$ cat config.mk
export PLATFORM = sky130hd
export DESIGN_NAME = dma_flush_ctrl
export DESIGN_NICKNAME = d
export VERILOG_FILES = /design/src/rtl/dsc_pkg.sv /design/src/rtl/dsc_swap.sv /design/src/rtl/dsc_fifo.sv /design/src/rtl/dsc_channel.sv /design/src/rtl/dma_flush_ctrl.sv
export SDC_FILE = /design/constraint.sdc
export NUM_CORES = 2
export LEC_CHECK = 0
export BUFFER_PORTS_ARGS = -buffer_cell sky130_fd_sc_hd__buf_2
export CAP_MARGIN = 20
export CORE_ASPECT_RATIO = 0.9
export CORE_MARGIN = 5
export CORE_UTILIZATION = 45
export CTS_BUF_LIST = sky130_fd_sc_hd__clkbuf_4 sky130_fd_sc_hd__clkbuf_8
export DETAILED_ROUTE_END_ITERATION = 10
export RECOVER_POWER = 50
export SETUP_SLACK_MARGIN = 0.05
export SLEW_MARGIN = 20
export SYNTH_ARGS = -nofsm -noshare
export SYNTH_HDL_FRONTEND = slang
export SYNTH_SLANG_ARGS = --single-unit
export TNS_END_PERCENT = 5
$ cat constraint.sdc
create_clock -name clk -period 7.6 [get_ports clk]
set_clock_uncertainty 0.05 [all_clocks]
set_input_delay 1.14 -clock clk [delete_from_list [all_inputs] [get_ports clk]]
set_output_delay 1.14 -clock clk [all_outputs]
set_load 0.005 [all_outputs]
$ cat src/rtl/dsc_pkg.sv
package dsc_pkg;

  localparam int TX_BASE     = 'h200;
  localparam int RX_BASE     = 'h400;
  localparam int CH_STRIDE   = 'h10;
  localparam int OFS_CTRL    = 'h0;
  localparam int OFS_FRAME   = 'h4;
  localparam int GSTAT_ADDR  = 'h020;
  localparam int GSTAT_TX_LO = 16;
  localparam int GSTAT_RX_LO = 24;
  localparam int MAX_PER_DIR = 6;

  typedef struct packed {
    logic [1:0] gran;
    logic       open_req;
    logic       clr;
  } ctrl_word_t;

  function automatic ctrl_word_t unpack_ctrl(input logic [31:0] w);
    ctrl_word_t c;
    c.gran     = w[5:4];
    c.open_req = w[1];
    c.clr      = w[0];
    return c;
  endfunction

  function automatic int chan_base(input int ch, input int num_tx);
    if (ch < num_tx) return TX_BASE + ch * CH_STRIDE;
    return RX_BASE + (ch - num_tx) * CH_STRIDE;
  endfunction

endpackage

$ cat src/rtl/dsc_swap.sv
module dsc_swap #(
  parameter int DATA_W = 64
) (
  input  logic [1:0]        gran,
  input  logic [DATA_W-1:0] din,
  output logic [DATA_W-1:0] dout
);
  logic [3:0][DATA_W-1:0] variant;

  for (genvar g = 0; g < 4; g++) begin : g_gran
    localparam int UNIT = 8 << g;
    if (DATA_W % UNIT == 0) begin : g_rev
      localparam int NUNITS = DATA_W / UNIT;
      for (genvar k = 0; k < NUNITS; k++) begin : g_unit
        assign variant[g][k*UNIT +: UNIT] = din[(NUNITS-1-k)*UNIT +: UNIT];
      end
    end else begin : g_pass
      assign variant[g] = din;
    end
  end

  assign dout = variant[gran];
endmodule

$ cat src/rtl/dsc_fifo.sv
module dsc_fifo #(
  parameter int W     = 64,
  parameter int DEPTH = 8
) (
  input  logic         clk,
  input  logic         rst_n,
  input  logic         push,
  input  logic [W-1:0] din,
  input  logic         pop,
  output logic [W-1:0] dout,
  output logic         empty,
  output logic         full
);
  localparam int AW = (DEPTH > 1) ? $clog2(DEPTH) : 1;

  logic [W-1:0]  mem [DEPTH];
  logic [AW-1:0] wr_ptr, rd_ptr;
  logic [AW:0]   fill;

  assign empty = (fill == '0);
  assign full  = (fill == (AW+1)'(DEPTH));
  assign dout  = mem[rd_ptr];

  function automatic logic [AW-1:0] bump(input logic [AW-1:0] p);
    return (p == AW'(DEPTH-1)) ? '0 : p + 1'b1;
  endfunction

  always_ff @(posedge clk) begin
    if (!rst_n) begin
      wr_ptr <= '0;
      rd_ptr <= '0;
      fill   <= '0;
    end else begin
      if (push) wr_ptr <= bump(wr_ptr);
      if (pop)  rd_ptr <= bump(rd_ptr);
      if (push && !pop)      fill <= fill + 1'b1;
      else if (pop && !push) fill <= fill - 1'b1;
    end
  end

  always_ff @(posedge clk) begin
    if (push) mem[wr_ptr] <= din;
  end
endmodule

$ cat src/rtl/dsc_channel.sv
module dsc_channel #(
  parameter int DATA_W  = 64,
  parameter int DEPTH   = 8,
  parameter int FRAME_W = 32
) (
  input  logic               clk,
  input  logic               rst_n,
  input  logic               ctrl_we,
  input  dsc_pkg::ctrl_word_t ctrl,
  input  logic               frame_we,
  input  logic [FRAME_W-1:0] frame_val,
  output logic [31:0]        ctrl_rd,
  output logic [FRAME_W-1:0] frame_rd,
  input  logic               s_valid,
  output logic               s_ready,
  input  logic [DATA_W-1:0]  s_data,
  output logic               m_valid,
  input  logic               m_ready,
  output logic [DATA_W-1:0]  m_data,
  output logic               m_last,
  output logic               run_o,
  output logic               busy_o,
  output logic               err_o,
  output logic               active_o
);
  logic               open_req, running, err;
  logic [1:0]         gran;
  logic [FRAME_W-1:0] fsize, fpos, last_pos;
  logic               open_nxt, push, pop, empty, full, hs_out;
  logic [DATA_W-1:0]  swapped;

  dsc_swap #(.DATA_W(DATA_W)) u_swap (
    .gran (gran),
    .din  (s_data),
    .dout (swapped)
  );

  dsc_fifo #(.W(DATA_W), .DEPTH(DEPTH)) u_buf (
    .clk   (clk),
    .rst_n (rst_n),
    .push  (push),
    .din   (swapped),
    .pop   (pop),
    .dout  (m_data),
    .empty (empty),
    .full  (full)
  );

  assign open_nxt = ctrl_we ? ctrl.open_req : open_req;
  assign s_ready  = running ? !full : 1'b1;
  assign push     = running && s_valid && !full;
  assign m_valid  = running && !empty;
  assign hs_out   = m_valid && m_ready;
  assign pop      = running ? hs_out : !empty;
  assign last_pos = (fsize == '0) ? '0 : fsize - 1'b1;
  assign m_last   = (fpos >= last_pos);

  always_ff @(posedge clk) begin
    if (!rst_n) begin
      open_req <= 1'b0;
      running  <= 1'b0;
      err      <= 1'b0;
      gran     <= 2'd0;
      fsize    <= '0;
      fpos     <= '0;
    end else begin
      open_req <= open_nxt;
      running  <= open_nxt && (running || empty);
      if (ctrl_we) gran <= ctrl.gran;
      if (frame_we) fsize <= frame_val;
      if (ctrl_we && ctrl.clr)
        err <= 1'b0;
      else if (ctrl_we && ctrl.open_req && !running && !empty)
        err <= 1'b1;
      if (!running)   fpos <= '0;
      else if (hs_out) fpos <= m_last ? '0 : fpos + 1'b1;
    end
  end

  assign busy_o   = !empty;
  assign run_o    = running;
  assign err_o    = err;
  assign active_o = running || !empty;
  assign frame_rd = fsize;
  assign ctrl_rd  = {23'd0, running, 2'd0, gran, 1'b0, open_req, !empty, err};
endmodule

$ cat src/rtl/dma_flush_ctrl.sv
module dma_flush_ctrl #(
  parameter int NUM_TX  = 2,
  parameter int NUM_RX  = 2,
  parameter int DATA_W  = 64,
  parameter int DEPTH   = 8,
  parameter int FRAME_W = 32,
  parameter int ADDR_W  = 12,
  localparam int NCH    = NUM_TX + NUM_RX
) (
  input  logic                  clk,
  input  logic                  rst_n,
  input  logic                  reg_wr,
  input  logic [ADDR_W-1:0]     reg_addr,
  input  logic [31:0]           reg_wdata,
  input  logic [ADDR_W-1:0]     reg_raddr,
  output logic [31:0]           reg_rdata,
  input  logic [NCH-1:0]        s_valid,
  output logic [NCH-1:0]        s_ready,
  input  logic [NCH*DATA_W-1:0] s_data,
  output logic [NCH-1:0]        m_valid,
  input  logic [NCH-1:0]        m_ready,
  output logic [NCH*DATA_W-1:0] m_data,
  output logic [NCH-1:0]        m_last
);
  import dsc_pkg::*;

  logic [NCH-1:0]              ch_ctrl_we, ch_frame_we;
  logic [NCH-1:0]              ch_run, ch_busy, ch_err, ch_active;
  logic [NCH-1:0][31:0]        ch_ctrl_rd;
  logic [NCH-1:0][FRAME_W-1:0] ch_frame_rd;
  logic [31:0]                 gstat;
  ctrl_word_t                  ctrl_dec;

  assign ctrl_dec = unpack_ctrl(reg_wdata);

  for (genvar c = 0; c < NCH; c++) begin : g_ch
    localparam logic [ADDR_W-1:0] BASE = ADDR_W'(chan_base(c, NUM_TX));
    assign ch_ctrl_we[c]  = reg_wr && (reg_addr == BASE + ADDR_W'(OFS_CTRL));
    assign ch_frame_we[c] = reg_wr && (reg_addr == BASE + ADDR_W'(OFS_FRAME));

    dsc_channel #(.DATA_W(DATA_W), .DEPTH(DEPTH), .FRAME_W(FRAME_W)) u_ch (
      .clk       (clk),
      .rst_n     (rst_n),
      .ctrl_we   (ch_ctrl_we[c]),
      .ctrl      (ctrl_dec),
      .frame_we  (ch_frame_we[c]),
      .frame_val (reg_wdata[FRAME_W-1:0]),
      .ctrl_rd   (ch_ctrl_rd[c]),
      .frame_rd  (ch_frame_rd[c]),
      .s_valid   (s_valid[c]),
      .s_ready   (s_ready[c]),
      .s_data    (s_data[c*DATA_W +: DATA_W]),
      .m_valid   (m_valid[c]),
      .m_ready   (m_ready[c]),
      .m_data    (m_data[c*DATA_W +: DATA_W]),
      .m_last    (m_last[c]),
      .run_o     (ch_run[c]),
      .busy_o    (ch_busy[c]),
      .err_o     (ch_err[c]),
      .active_o  (ch_active[c])
    );
  end

  always_comb begin
    gstat = '0;
    for (int i = 0; i < NUM_TX && i < MAX_PER_DIR; i++) gstat[GSTAT_TX_LO+i] = ch_active[i];
    for (int i = 0; i < NUM_RX && i < MAX_PER_DIR; i++) gstat[GSTAT_RX_LO+i] = ch_active[NUM_TX+i];
  end

  always_comb begin
    reg_rdata = '0;
    if (reg_raddr == ADDR_W'(GSTAT_ADDR)) reg_rdata = gstat;
    for (int c = 0; c < NCH; c++) begin
      if (reg_raddr == ADDR_W'(chan_base(c, NUM_TX) + OFS_CTRL))  reg_rdata = ch_ctrl_rd[c];
      if (reg_raddr == ADDR_W'(chan_base(c, NUM_TX) + OFS_FRAME)) reg_rdata = 32'(ch_frame_rd[c]);
    end
  end
endmodule

; ---- Word-level counts from Yosys, hierarchy flattened
; Memory sizes are Yosys's and may differ from the RTL's. A register that Yosys moved wholly into a read port is not among the register bits.
; Cells that the tools add are included.
[word_totals]
word_cells = 271
inputBits = 323
ff_bits = 316
n_memories = 4
output_inout_bits = 300
ramBits = 2048
[classes]
addsub = 24
n_reduce_logical = 100
n_eq_ne = 29
n_lt_le_gt_ge = 8
bitwise = 1
mux = 69
[memory_table]
columns = name, words, width, rd, rd_ports_with_merged_regs, write_ports, line_no
row1 = g_ch[0].u_ch.u_buf.mem, 8, 64, 1, 1, 1, dsc_fifo.sv:16  ; logic [W-1:0] mem [DEPTH];
row2 = g_ch[1].u_ch.u_buf.mem, 8, 64, 1, 1, 1, dsc_fifo.sv:16
row3 = g_ch[2].u_ch.u_buf.mem, 8, 64, 1, 1, 1, dsc_fifo.sv:16
row4 = g_ch[3].u_ch.u_buf.mem, 8, 64, 1, 1, 1, dsc_fifo.sv:16
[op_table]
columns = cell, n
row1 = 64-bit binary-select mux with 2-bit select, 4
row2 = 32-bit two-way mux, 16
row3 = 64-bit two-way mux, 4
row4 = 32-bit by 1-bit adder with 32-bit output (second input constant), 4
row5 = 32-bit >= comparator, 4
row6 = 32-bit logical NOT, 4
row7 = 32-bit by 1-bit subtractor with 32-bit output (second input constant), 4
row8 = 12-bit by 10-bit == test with 1-bit output (second input constant), 8
row9 = 12-bit by 11-bit == test with 1-bit output (second input constant), 8
row10 = 1-bit logical AND, 52
row11 = 3-bit two-way mux, 16
row12 = 4-bit two-way mux, 8
row13 = 26-bit two-way mux, 1
row14 = 3-bit by 1-bit adder with 3-bit output (second input constant), 8
row15 = 3-bit == test (second input constant), 8
row16 = 1-bit logical NOT, 20
row17 = 1-bit two-way mux, 20
row18 = 4-bit by 1-bit adder with 4-bit output (second input constant), 4
row19 = 4-bit == test (second input constant), 4
row20 = 4-bit logical NOT, 4
row21 = 4-bit by 1-bit subtractor with 4-bit output (second input constant), 4
row22 = 12-bit by 6-bit == test with 1-bit output (second input constant), 1
row23 = 2-bit by 3-bit less-than comparator with 1-bit output (second input constant), 4
row24 = 1-bit logical OR, 8
row25 = 4 further kinds, 13

; ---- Depth between registers and ports, before layout
[logic_depth]
word_depth = 12
mapped_depth = 17
mapped_depth_nobuf = 15

; ---- Hierarchy
; A second synthesis with hierarchy kept.
[hier_totals]
hier_cells = 6080
area_unflattened_um2 = 106757.4
[modules_own_cells]
columns = module, cells_each, n_inst, seq_area_each_um2, area_each_um2
row1 = dsc_fifo, 813, 4, 15635.0, 19872.8
row2 = dsc_channel (g_ch[0].u_ch ...), 531, 3, 1381.3, 4544.4
row3 = dsc_swap, 78, 4, 0.0, 1645.3
row4 = dsc_channel (g_ch[2].u_ch), 536, 1, 1381.3, 4571.9
row5 = dma_flush_ctrl, 387, 1, 0.0, 2479.9

; ---- Least setup slack after synthesis
; OpenSTA, ideal clock, no wires.
[synth_path]
path_kind = in2reg
from = input s_valid[0]
to = memory g_ch[0].u_ch.u_buf.mem[0][0], enable pin
required_time_ns = 6.904
setup_ns = 0.646
n_path_buf = 0
setup_slack_ns = -0.587
t_arrival_ns = 7.491
cell_stages = 2
path_cell_list = nand3_1 > nor4_1
[synth_between]
elab_chain_len = 4
[synth_lines]
columns = element, line_no
row1 = from (decl), dma_flush_ctrl.sv:17  ; input logic [NCH-1:0] s_valid,
row2 = 1-bit logical AND (2 in a row), dsc_channel.sv:51  ; assign push = running && s_valid && !full;
row3 = 1-bit two-way mux, dsc_fifo.sv:42  ; if (push) mem[wr_ptr] <= din;
row4 = 1-bit two-way mux (not written as such), dsc_fifo.sv:42
row5 = to (decl), dsc_fifo.sv:16
; No other way between the ends.

; ---- Worst setup path after layout
[layout_path]
from = register g_ch[3].u_ch.fsize[4]
to = output m_last[3]
[layout_between]
elab_chain_len = 3
elab_cells_between_ends = 4
cone_classes = add/sub (1) / order compare (1) / mux (1) / reduce/logical (1)
[layout_lines]
columns = element, line_no
row1 = from (decl), dsc_channel.sv:28  ; logic [FRAME_W-1:0] fsize, fpos, last_pos;
row2 = from (signal assigned), dsc_channel.sv:70  ; if (frame_we) fsize <= frame_val;
row3 = 32-bit by 1-bit subtractor with 32-bit output / 32-bit logical NOT (equally long branches), dsc_channel.sv:55  ; assign last_pos = (fsize == '0) ? '0 : fsize - 1'b1;
row4 = 32-bit two-way mux *, dsc_channel.sv:55
row5 = 32-bit >= comparator *, dsc_channel.sv:56  ; assign m_last = (fpos >= last_pos);
row6 = to (decl), dma_flush_ctrl.sv:23  ; output logic [NCH-1:0] m_last
; Mark *: on every way between the ends. The rest lies on a longest branch, timed or not.

==> reports/qor.yml <==
cp_num_buf_inv: 1
dr_wl_met2_mm: 125.5
placed_area_sq_um: 109500
fill_cells: 18750
clock_power_share_pct: 34.7
max-slew-margin-rel_pct: -223.9
avgSynthCellArea_sq_um: 17.49
timing.critical_path.from_type: "flip-flop"
grt_pass1_wl_mm: 398.3
crit_path_cell_trace: "nor4_1, nand4b_1, or2_2, or4_1, xnor2_1, nand2_1, ha_1, and4_1, nand2_1, a21oi_1, o31a_1, nor2b_1, o21ai_0, buf_2"
rr_worst_depth: 2
top_layer_used: "met5"
cpMaxStageDelayCell: "sky130_fd_sc_hd__o21ai_0"
worstReg2RegStart: "g_ch[1].u_ch.gran[0]$_SDFFE_PN0P_"
synth.top_cells.by_count: "sky130_fd_sc_hd__edfxtp_1 (2048), sky130_fd_sc_hd__mux4_2 (770), sky130_fd_sc_hd__nand2_1 (524)"
worst_r2r_endpoint: "g_ch[1].u_ch.u_buf.mem[4][58]$_DFFE_PP_"
die_height_um: 463.1
detail_route.iter0.violations: 5843
final_non_filler_cell_total: 10030
setup_viol_count_final: 0
place.port_buffers: 622
final-max-slew-violation-count: 825
clock-root-buffer: "sky130_fd_sc_hd__clkbuf_8"
syn2layout_area_growth_pct: 13.95
grtUsageTotal_pct: 22.46
synth_enable_flop_cells: 2048
period_needed_ns: 6.979
netlist.top_cell.by_area: "sky130_fd_sc_hd__edfxtp_1"
r2r_slack_ns: 2.63
placeable_core_region_sq_um: 227200
postCtsSetupBuffers: 0
achievable-frequency_mhz: 143.3
dp.cells: 9299
ant_nets: 0
fin_worst_hold_slack_ns: 0.3839
critPathMostFrequentCell: "sky130_fd_sc_hd__nand2_1"
cts_buffers: 400
cts_tree: "done"
max-clock-path-buffers: 4
cpPeakStageDelay_ns: 0.82
finalHoldViolCount: 0
internal-power_mw: 23.35
finalCoreUtilization_pct: 51.48
async_flop_share_pct: 0
cts-hold-fix-buffers: 0
power.sequential.fraction_pct: 46.6
setup_total_negative_slack_ns: 0
syn-cell-area_sq_um: 102700
power.density_nw_per_um2: 269.2
grt_remaining_overflow: 0
synth_fp_nets: 6363
preCtsSetupSlack_ns: 1.707
finalWirelength_mm: 272.4
library_cell_with_the_highest_instance_count_after_synthesis: "sky130_fd_sc_hd__edfxtp_1"
wl_met1_mm: 118.4
comb_power_share_pct: 18.7
worst_margin_slew_ns: 4.832
layout.nets: 7173
io_pins: 623
std_cell_rows: 166
synth_warnings: 0
timing_worst_setup_path_type: "flip-flop to primary output"
clock_tree.htree_level_count: 5
finalPower_mw: 31.49
ys_seq_elements: 2376
worst_setup_path_endpoint: "m_last[3]"
syn-instance-count: 5868
failed_checks: "max-capacitance violations, max-slew violations"
power.share.switching_pct: 25.85
number_of_drc_violations_after_detailed_routing: 0
cp_data_arrival_time_ns: 5.79
synth_sequential_area_ratio_pct: 66.30
leakagePower_nw: 37.62
post_cts_resized: 0
fraction_of_post_synthesis_cell_area_in_the_top_cell_type_by_area_pct: 59.91
dr.pass1.iters: 6
drv_cap: 21
whs_path_depth: 3
timing.critical_path.fanout_max: 7
min_path_type: "input pin to flip-flop"
fin_area_sq_um: 117000
clk_latency_ns: 1.06
die_w_um: 513.5
crit_start: "g_ch[3].u_ch.frame_rd[4]$_SDFFE_PN0P_"
total_switching_power_mw: 8.140
cts_sinks: 2376
grt_pass1_vias: 58810
required_time_of_the_worst_setup_path_ns: 6.41
endpoint_kind: "primary output"
ys_dominant_reg_cell: "sky130_fd_sc_hd__edfxtp_1"
vias_per_cell: 5.855
wl_met3_mm: 21.64
post_synth_num_cell_types: 72
grt_setup_unrepaired: "false"
ys_top_cells_by_area: "sky130_fd_sc_hd__edfxtp_1 (60%), sky130_fd_sc_hd__mux4_2 (17%), sky130_fd_sc_hd__dfxtp_1 (6.4%)"
avgRoutedWirePerCell_um: 27.14
initial_utilization_pct: 45.18
critical_path_depth: 14
setup_ws_ns: 0.6206
drive_gt1_share_pct: 34.30
detailedPlacementHpwl_mm: 175.2
outcome: "complete, but fails checks"
hold_path_startpoint: "reg_wdata[31]"
initial_antenna_violation_count: 68
final.period_utilization_pct: 91.83
worst_setup_hold_path_clk_slew_ns: 0.06
largest_net_degree_at_the_start_of_global_routing: 123
die_area_sq_um: 237800
worst_ir_drop_vdd_v: 0.0002514
gpl.final_weighted_congestion: 0.8766
cpLargestDelayFamily: "simple AND/OR/NAND/NOR gates"
vias: 58750
-- power groups by stage --
stage               logic, mW  clock network, mW  registers [mW]
global route             6.36               11.9            14.7
CTS                      6.03               11.2            14.7
global placement         5.97                  0            15.0
floorplan                4.20                  0            14.6
finish                   5.90               10.9            14.7
detailed placement       6.00                  0            15.0
-- metal layers --
layer / vias up / GRT usage [%]
li1: 25310 / -
met1: 30740 / 32.69
met2: 2257 / 34.09
met3: 416 / 5.246
met4: 28 / 6.476
met5: - / 0
-- state kept, by name, summed over array words and instances, names as in the netlist, named ones only --
register and flops:
g_ch.u_ch.open_req 4, g_ch.u_ch.run_o 4, g_ch.u_ch.u_buf.rd_ptr 12, g_ch.u_ch.u_buf.wr_ptr 12, g_ch.u_ch.gran 8, g_ch.u_ch.frame_rd 128
g_ch.u_ch.err_o 4, g_ch.u_ch.u_buf.mem 2048, g_ch.u_ch.u_buf.fill 16, g_ch.u_ch.fpos 128
-- cell type report --
cell class,count,area [sq um],area share [%]
antenna,45,112.6,0.09626
multi-input combinational,3128,33330,28.49
sequential,2376,68130,58.24
clock inverter,150,952.2,0.8139
clock buffer,539,6636,5.673
tap,3024,3784,3.234
inverter,42,158.9,0.1358
timing repair buffer,730,3885,3.321
-- kinds of logic after synthesis --
group / Yosys count / share of synthesized area (%)
XOR/XNOR: 230 / 1.962
buffers and inverters: 364 / 1.400
flip-flops: 2376 / 66.30
AO/OA/AOI/OAI: 396 / 2.449
adder cells (fa/ha/maj): 172 / 2.126
AND/OR/NAND/NOR: 1279 / 5.814
multiplexers: 1051 / 19.95
-- cell usage in the layout (no fill, tap or decap), drive strengths merged, types with 82 or more instances in the layout --
cell	count
edfxtp	2048
mux4	770
buf	701
clkbuf	568
nand2	525
dfxtp	328
nor2	289
mux2	257
a21oi	219
ha	168
clkinv	131
xor2	118
xnor2	112
nor3	91
nand3	82
-- how the worst min path moves through the flow --
stage                                                        end
after floorplan           g_ch[3].u_ch.frame_rd[17]$_SDFFE_PN0P_
after global placement         g_ch[0].u_ch.fpos[1]$_SDFFE_PN0P_
after detailed placement  g_ch[3].u_ch.frame_rd[25]$_SDFFE_PN0P_
after CTS                 g_ch[1].u_ch.frame_rd[30]$_SDFFE_PN0P_
after global routing      g_ch[2].u_ch.frame_rd[31]$_SDFFE_PN0P_
final                     g_ch[1].u_ch.frame_rd[31]$_SDFFE_PN0P_
-- worst min-delay path, stage by stage --
cell	delay, ns
sky130_fd_sc_hd__buf_2	0.13
sky130_fd_sc_hd__nand2_1	0.06
sky130_fd_sc_hd__a21oi_1	0.05
(Power assumes the default switching activity.)
